File: config.mk
export PLATFORM = sky130hd
export DESIGN_NAME = hswap_dma_port
export DESIGN_NICKNAME = d
export VERILOG_FILES = /design/src/rtl/hsw_pkg.sv /design/src/rtl/hsw_lane.sv /design/src/rtl/hsw_seq.sv /design/src/rtl/hswap_dma_port.sv
export SDC_FILE = /design/constraint.sdc
export NUM_CORES = 1
export LEC_CHECK = 0
export BUFFER_PORTS_ARGS = -buffer_cell sky130_fd_sc_hd__buf_2
export CAP_MARGIN = 10
export CELL_PAD_IN_SITES_DETAIL_PLACEMENT = 2
export CELL_PAD_IN_SITES_GLOBAL_PLACEMENT = 2
export CORE_MARGIN = 2
export CORE_UTILIZATION = 25
export DETAILED_ROUTE_END_ITERATION = 7
export GPL_TIMING_DRIVEN = 0
export PLACE_DENSITY_LB_ADDON = 0.2
export SLEW_MARGIN = 10
export SYNTH_ARGS = -nofsm -noshare
export SYNTH_HDL_FRONTEND = slang
export SYNTH_HIERARCHICAL = 1
export SYNTH_SLANG_ARGS = --single-unit
export TNS_END_PERCENT = 10
File: constraint.sdc
create_clock -name clk -period 8 [get_ports clk]
set_input_delay 0.4 -clock clk [delete_from_list [all_inputs] [get_ports clk]]
set_output_delay 0.4 -clock clk [all_outputs]
set_load 0.02 [all_outputs]
File: src/rtl/hsw_pkg.sv
`timescale 1ns/1ps
package hsw_pkg;

  typedef enum logic [1:0] {
    SEQ_IDLE = 2'd0,
    SEQ_CMD  = 2'd1,
    SEQ_DATA = 2'd2
  } seq_state_t;

  // Exchange the two bytes of a halfword.
  function automatic logic [15:0] swap_halves(input logic [15:0] v);
    return {v[7:0], v[15:8]};
  endfunction

endpackage

File: src/rtl/hsw_lane.sv
`timescale 1ns/1ps
module hsw_lane (
  input  logic        bypass,
  input  logic [15:0] din,
  output logic [15:0] dout
);
  import hsw_pkg::*;

  always_comb begin
    dout = bypass ? din : swap_halves(din);
  end
endmodule

File: src/rtl/hsw_seq.sv
`timescale 1ns/1ps
module hsw_seq #(
  parameter int ADDR_W      = 32,
  parameter int LEN_W       = 16,
  parameter int CHUNK_BYTES = 64
) (
  input  logic              clk,
  input  logic              rst_n,
  input  logic              req_valid,
  input  logic              req_write,
  input  logic              req_nosw,
  input  logic [ADDR_W-1:0] req_addr,
  input  logic [LEN_W-1:0]  req_len,
  input  logic [ADDR_W-1:0] ext_base,
  output logic              req_ready,
  output logic              cmd_valid,
  input  logic              cmd_ready,
  output logic              cmd_write,
  output logic [ADDR_W-1:0] cmd_addr,
  output logic [LEN_W-1:0]  cmd_len,
  input  logic              beat_fire,
  output logic              in_data,
  output logic              cur_write,
  output logic              cur_nosw,
  output logic              done
);
  import hsw_pkg::*;

  localparam logic [LEN_W-1:0] CHUNK_L = LEN_W'(CHUNK_BYTES);
  localparam logic [LEN_W-1:0] ONE_L   = LEN_W'(1);

  // Arithmetic kept in functions so it reads as the requirements do.
  function automatic logic [ADDR_W-1:0] form_addr(input logic [ADDR_W-1:0] a,
                                                   input logic [ADDR_W-1:0] base,
                                                   input logic nosw);
    logic [ADDR_W-1:0] t;
    t = a | base;
    if (!nosw) t[0] = 1'b0;
    return t;
  endfunction

  function automatic logic [LEN_W-1:0] form_len(input logic [LEN_W-1:0] l,
                                                 input logic nosw);
    logic [LEN_W-1:0] t;
    t = l;
    if (!nosw) t[0] = 1'b0;
    return t;
  endfunction

  function automatic logic [LEN_W-1:0] pick_chunk(input logic [LEN_W-1:0] rem,
                                                   input logic wr,
                                                   input logic nosw);
    if (wr && !nosw && (rem > CHUNK_L)) return CHUNK_L;
    return rem;
  endfunction

  function automatic logic [LEN_W-1:0] beats_of(input logic [LEN_W-1:0] l);
    return (l >> 1) + {{(LEN_W-1){1'b0}}, l[0]};
  endfunction

  seq_state_t        st;
  logic [ADDR_W-1:0] addr_q;
  logic [LEN_W-1:0]  rem_q;
  logic [LEN_W-1:0]  chunk_q;
  logic [LEN_W-1:0]  beats_q;
  logic              wr_q;
  logic              nosw_q;
  logic              done_q;

  // Named internal events
  logic              ev_req_take;
  logic              ev_zero;
  logic              ev_cmd_take;
  logic              ev_beat;
  logic              ev_last;
  logic [LEN_W-1:0]  eff_len;
  logic [LEN_W-1:0]  rem_after;

  assign eff_len     = form_len(req_len, req_nosw);
  assign ev_req_take = req_valid && (st == SEQ_IDLE);
  assign ev_zero     = ev_req_take && (eff_len == '0);
  assign ev_cmd_take = (st == SEQ_CMD) && cmd_ready;
  assign ev_beat     = (st == SEQ_DATA) && beat_fire;
  assign ev_last     = ev_beat && (beats_q == ONE_L);
  assign rem_after   = rem_q - chunk_q;

  assign req_ready = (st == SEQ_IDLE);
  assign cmd_valid = (st == SEQ_CMD);
  assign cmd_write = wr_q;
  assign cmd_addr  = addr_q;
  assign cmd_len   = pick_chunk(rem_q, wr_q, nosw_q);
  assign in_data   = (st == SEQ_DATA);
  assign cur_write = wr_q;
  assign cur_nosw  = nosw_q;
  assign done      = done_q;

  always_ff @(posedge clk) begin
    if (!rst_n) begin
      st      <= SEQ_IDLE;
      addr_q  <= '0;
      rem_q   <= '0;
      chunk_q <= '0;
      beats_q <= '0;
      wr_q    <= 1'b0;
      nosw_q  <= 1'b0;
      done_q  <= 1'b0;
    end else begin
      done_q <= 1'b0;
      case (st)
        SEQ_IDLE: if (ev_req_take) begin
          addr_q <= form_addr(req_addr, ext_base, req_nosw);
          rem_q  <= eff_len;
          wr_q   <= req_write;
          nosw_q <= req_nosw;
          if (ev_zero) done_q <= 1'b1;
          else         st     <= SEQ_CMD;
        end
        SEQ_CMD: if (ev_cmd_take) begin
          chunk_q <= cmd_len;
          beats_q <= beats_of(cmd_len);
          st      <= SEQ_DATA;
        end
        SEQ_DATA: if (ev_beat) begin
          beats_q <= beats_q - ONE_L;
          if (ev_last) begin
            addr_q <= addr_q + ADDR_W'(chunk_q);
            rem_q  <= rem_after;
            if (rem_after == '0) begin
              st     <= SEQ_IDLE;
              done_q <= 1'b1;
            end else begin
              st <= SEQ_CMD;
            end
          end
        end
        default: st <= SEQ_IDLE;
      endcase
    end
  end

  // Alignment of every command issued in swap mode
  assert_align_R4: assert property (@(posedge clk) disable iff (!rst_n)
    (cmd_valid && !nosw_q) |-> (cmd_addr[0] == 1'b0 && cmd_len[0] == 1'b0));

  // Swapped write chunks never exceed the bound and are never empty
  assert_chunk_bound_R7: assert property (@(posedge clk) disable iff (!rst_n)
    (cmd_valid && wr_q && !nosw_q) |-> (cmd_len <= CHUNK_L && cmd_len != '0));

  // A stalled command holds still
  assert_cmd_hold_R9: assert property (@(posedge clk) disable iff (!rst_n)
    (cmd_valid && !cmd_ready) |=> (cmd_valid && $stable(cmd_addr) && $stable(cmd_len)));

  // Completion is a single-cycle pulse
  assert_done_pulse_R10: assert property (@(posedge clk) disable iff (!rst_n)
    done |=> !done);

  // Last beat of last chunk completes on the next cycle
  assert_last_done_R10: assert property (@(posedge clk) disable iff (!rst_n)
    (ev_last && rem_after == '0) |=> (done && req_ready));

  // Zero effective length completes without a command
  assert_zero_done_R11: assert property (@(posedge clk) disable iff (!rst_n)
    ev_zero |=> (done && !cmd_valid));
endmodule

File: src/rtl/hswap_dma_port.sv
`timescale 1ns/1ps
module hswap_dma_port #(
  parameter int ADDR_W      = 32,
  parameter int LEN_W       = 16,
  parameter int CHUNK_BYTES = 64
) (
  input  logic              clk,
  input  logic              rst_n,
  input  logic [ADDR_W-1:0] ext_base,
  input  logic              req_valid,
  output logic              req_ready,
  input  logic              req_write,
  input  logic              req_nosw,
  input  logic [ADDR_W-1:0] req_addr,
  input  logic [LEN_W-1:0]  req_len,
  input  logic [15:0]       wr_data,
  input  logic              wr_valid,
  output logic              wr_ready,
  output logic [15:0]       rd_data,
  output logic              rd_valid,
  input  logic              rd_ready,
  output logic              mem_cmd_valid,
  input  logic              mem_cmd_ready,
  output logic              mem_cmd_write,
  output logic [ADDR_W-1:0] mem_cmd_addr,
  output logic [LEN_W-1:0]  mem_cmd_len,
  output logic [15:0]       mem_wdata,
  output logic              mem_wvalid,
  input  logic              mem_wready,
  input  logic [15:0]       mem_rdata,
  input  logic              mem_rvalid,
  output logic              mem_rready,
  output logic              done
);
  logic in_data, cur_write, cur_nosw, beat_fire;
  logic wr_phase, rd_phase;

  assign wr_phase  = in_data && cur_write;
  assign rd_phase  = in_data && !cur_write;

  assign mem_wvalid = wr_valid && wr_phase;
  assign wr_ready   = mem_wready && wr_phase;
  assign rd_valid   = mem_rvalid && rd_phase;
  assign mem_rready = rd_ready && rd_phase;
  assign beat_fire  = cur_write ? (wr_valid && mem_wready) : (mem_rvalid && rd_ready);

  hsw_seq #(
    .ADDR_W(ADDR_W), .LEN_W(LEN_W), .CHUNK_BYTES(CHUNK_BYTES)
  ) u_seq (
    .clk(clk), .rst_n(rst_n),
    .req_valid(req_valid), .req_write(req_write), .req_nosw(req_nosw),
    .req_addr(req_addr), .req_len(req_len), .ext_base(ext_base),
    .req_ready(req_ready),
    .cmd_valid(mem_cmd_valid), .cmd_ready(mem_cmd_ready),
    .cmd_write(mem_cmd_write), .cmd_addr(mem_cmd_addr), .cmd_len(mem_cmd_len),
    .beat_fire(beat_fire), .in_data(in_data),
    .cur_write(cur_write), .cur_nosw(cur_nosw), .done(done)
  );

  hsw_lane u_wr_lane (.bypass(cur_nosw), .din(wr_data),   .dout(mem_wdata));
  hsw_lane u_rd_lane (.bypass(cur_nosw), .din(mem_rdata), .dout(rd_data));

  // Write beats reach memory only when the controller offers one
  assert_wbeat_src_R5: assert property (@(posedge clk) disable iff (!rst_n)
    mem_wvalid |-> (wr_valid && mem_cmd_write && !mem_cmd_valid));

  // Read beats reach the controller only when memory returns one
  assert_rbeat_src_R6: assert property (@(posedge clk) disable iff (!rst_n)
    rd_valid |-> (mem_rvalid && !req_ready));
endmodule

==> metrics.txt <==
synth warn 6; Slew Viols, Final 0; nets about 1200; largest net degree at the start of global routing 15; FILL cells 3172; Final Cell Area roughly 8600 um^2; total gr overflow 0; Netlist Area Pre-Place 6820 um^2; VDD IR max roughly 0.1 mV; Min-Delay Path Class input port to flip-flop; Worst Setup EP wr_ready; Critical R2R Launch u_seq/rem_q[1]$_SDFFE_PN0P_; dominant cell type by area after synthesis dfxtp_1; sequential share of the synthesized area 25.0%; Hold Fails Final Rpt 0; Vias/cell between 5 and 6; final worst slack 3.65 ns; CP Class flip-flop to primary output; synth-to-layout area growth 25.9%; R2R Path End u_seq/beats_q[14]$_SDFFE_PN0P_; TritonCTS Sinks 85; maxcap violations 0; status finished clean; CTS root buf clkbuf_16; antenna violations before repair 0; Core ar. roughly 27000 um^2; sequence of cells on the critical path nand2b_1, buf_2, inv_1, clkbuf_1, clkbuf_1, buf_1, and3_2, buf_2; fin crit period between 4 and 5 ns; full die area roughly 29000 um^2; Crit path required time between 7 and 8 ns; Worst path max stage delay 0.80 ns; clk buf depth 2; post-synthesis cell count 853; syn avg cell area between 7 and 8 um^2; cell with the most instances after synthesis nand2_1; n_diodes 0; GRT Total Usage about a quarter; Rows 60; Routed Antenna Nets 0; dpl ws 3.84 ns; CTS Hold Bufs 0; Die Height around 170 um; Least-Margin Pin Slew just under 1 ns; CTS tree yes; Crit path arrival time between 3 and 4 ns; DP HPWL 26200 um; Num CTS Buffers 9; Final Skew 0.0118 ns; die width approximately 170 um; leakage power roughly 3.9 nW; CTS resizes 0; final setup violation count 0; post-CTS setup buffers 0; layout cell share with drive strength beyond 1 approximately 28%; first drt pass iteration count 4; Finished Core Util 31.9%; io pins between 200 and 250; Max-slew headroom approximately a third; DR WL/cell 23.6 um; Achievable Freq about 230 MHz; crit path max-delay cell type buf_1; synth unique cells slightly above 80; Crit. End Element primary output; vias in the first global route between 8000 and 9000; syn_nets 1012; gpl congestion around 0.83; Worst-path clk slew approximately 0.07 ns; RSZ-0062 raised after global routing false; Async S/R FF share, synth 0%; drt drc 0; dpl cell area 8290 um^2; synth cell count leaders nand2_1, dfxtp_1, a21oi_1; reg-to-reg slack, setup around 3.8 ns; first-pass GRT wire length about 51000 um; Detailed Route WL 33500 um; clock latency on the worst-skew pair approximately 0.36 ns; top cells by area, synth dfxtp_1, ha_1, nand2_1, a21oi_1, mux2_4; I/O Buffers roughly 210; Via Count about 7500; H-tree levels 3; FF+latch count, synth between 80 and 90; First DRT Iteration DRCs 341; Critical Path Start Type flip-flop; setup TNS 0 ns; initial core utilization 25.4%; Post-synth EDFFs 0; reg2reg path depth 15; Cell Pwr Density about 180 nW/um^2; Yosys top cell area share 25.0%; Top FF cell, synth dfxtp_1; Final Cycle Share a little over half; Critical Path Fanout Max 13; Critical path origin u_seq/st[0]$_SDFFE_PN0P_
layer usage:
layer | share of wire [%] | wire, um | up-vias | GRT usage, %
met2 | 48 | 16000 | 155 | 39.4
met4 | 1.6 | 537 | 0 | 5.95
met1 | 48 | 16000 | 3762 | 31.8
met3 | 2.9 | 968 | 28 | 2.24
li1 | - | - | 3570 | -
met5 | 0 | 0 | - | 0
cell families after synthesis:
family | share of synthesized area, %
compound gates | 28.1
buf+inv | 6.29
simple gates | 21.8
xor+xnor | 5.01
flops | 25.0
mux | 6.83
fa+ha+maj | 7.01
worst min-delay path by stage:
stage,slack [ns],cells after the start,end,start
5_1_grt,0.30,2,u_seq/cmd_addr[27]$_SDFFE_PN0P_,req_addr[27]
6_report,0.30,2,u_seq/cmd_addr[27]$_SDFFE_PN0P_,req_addr[27]
2_1_floorplan,0.45,2,u_seq/beats_q[11]$_SDFFE_PN0P_,u_seq/beats_q[11]$_SDFFE_PN0P_
4_1_cts,0.29,2,u_seq/cmd_addr[27]$_SDFFE_PN0P_,req_addr[27]
3_3_place_gp,0.47,2,u_seq/beats_q[11]$_SDFFE_PN0P_,u_seq/beats_q[11]$_SDFFE_PN0P_
3_5_place_dp,0.49,2,u_seq/cmd_addr[2]$_SDFFE_PN0P_,u_seq/cmd_addr[2]$_SDFFE_PN0P_
layout by cell type, fill, tap and decap left out, types with 20 or more instances in the layout:
cell type	count
clkbuf_1	30
o21ai_0	53
xnor2_1	25
ha_1	35
nand2_1	100
mux2_4	20
buf_2	214
nor2_1	42
and2_1	20
nand3_1	33
a21oi_1	67
inv_1	36
dfxtp_1	85
nor3_1	22
per-stage QoR:
| stage | cells | hold slack [ns] | power, mW |
|---|---|---|---|
| 2_1_floorplan | 853 | 0.452 | 0.876 |
| 3_3_place_gp | 1402 | 0.470 | 1.09 |
| 3_5_place_dp | 1402 | 0.488 | 1.10 |
| 4_1_cts | 1418 | 0.289 | 1.56 |
| 5_1_grt | 1418 | 0.303 | 1.63 |
| 6_report | 1418 | 0.299 | 1.55 |
worst max-delay path, delay by kind of cell (launching register included):
kind | cells | cell delay, ns
and+or+nand+nor | 2 | 0.49
DFF | 1 | 0.39
buffers and inverters | 6 | 2.69
power breakdown:
| group | leakage [nW] | switching, mW | internal (mW) | total (mW) |
|---|---|---|---|---|
| clock | 0.150 | 0.204 | 0.252 | 0.456 |
| combinational | 3.09 | 0.363 | 0.221 | 0.584 |
| sequential | 0.698 | 0.0480 | 0.458 | 0.506 |
sequential cells by signal, indices dropped and copies added (netlist names):
register,flops
u_seq/cur_nosw,1
u_seq/rem_q,16
u_seq/st,2
u_seq/done,1
u_seq/beats_q,16
u_seq/cmd_addr,32
u_seq/chunk_q,16
u_seq/cmd_write,1
layout make-up:
| class | instances | area [um^2] | area share (%) |
|---|---|---|---|
| Buffer | 49 | 294 | 3.42 |
| Clock inverter | 5 | 57.6 | 0.670 |
| Multi-Input combinational cell | 683 | 4690 | 54.6 |
| Sequential cell | 85 | 1700 | 19.8 |
| Timing Repair Buffer | 208 | 1040 | 12.1 |
| Clock buffer | 11 | 243 | 2.83 |
| Tap cell | 341 | 427 | 4.97 |
| Inverter | 36 | 135 | 1.57 |
Power figures use the tool's default switching activity.
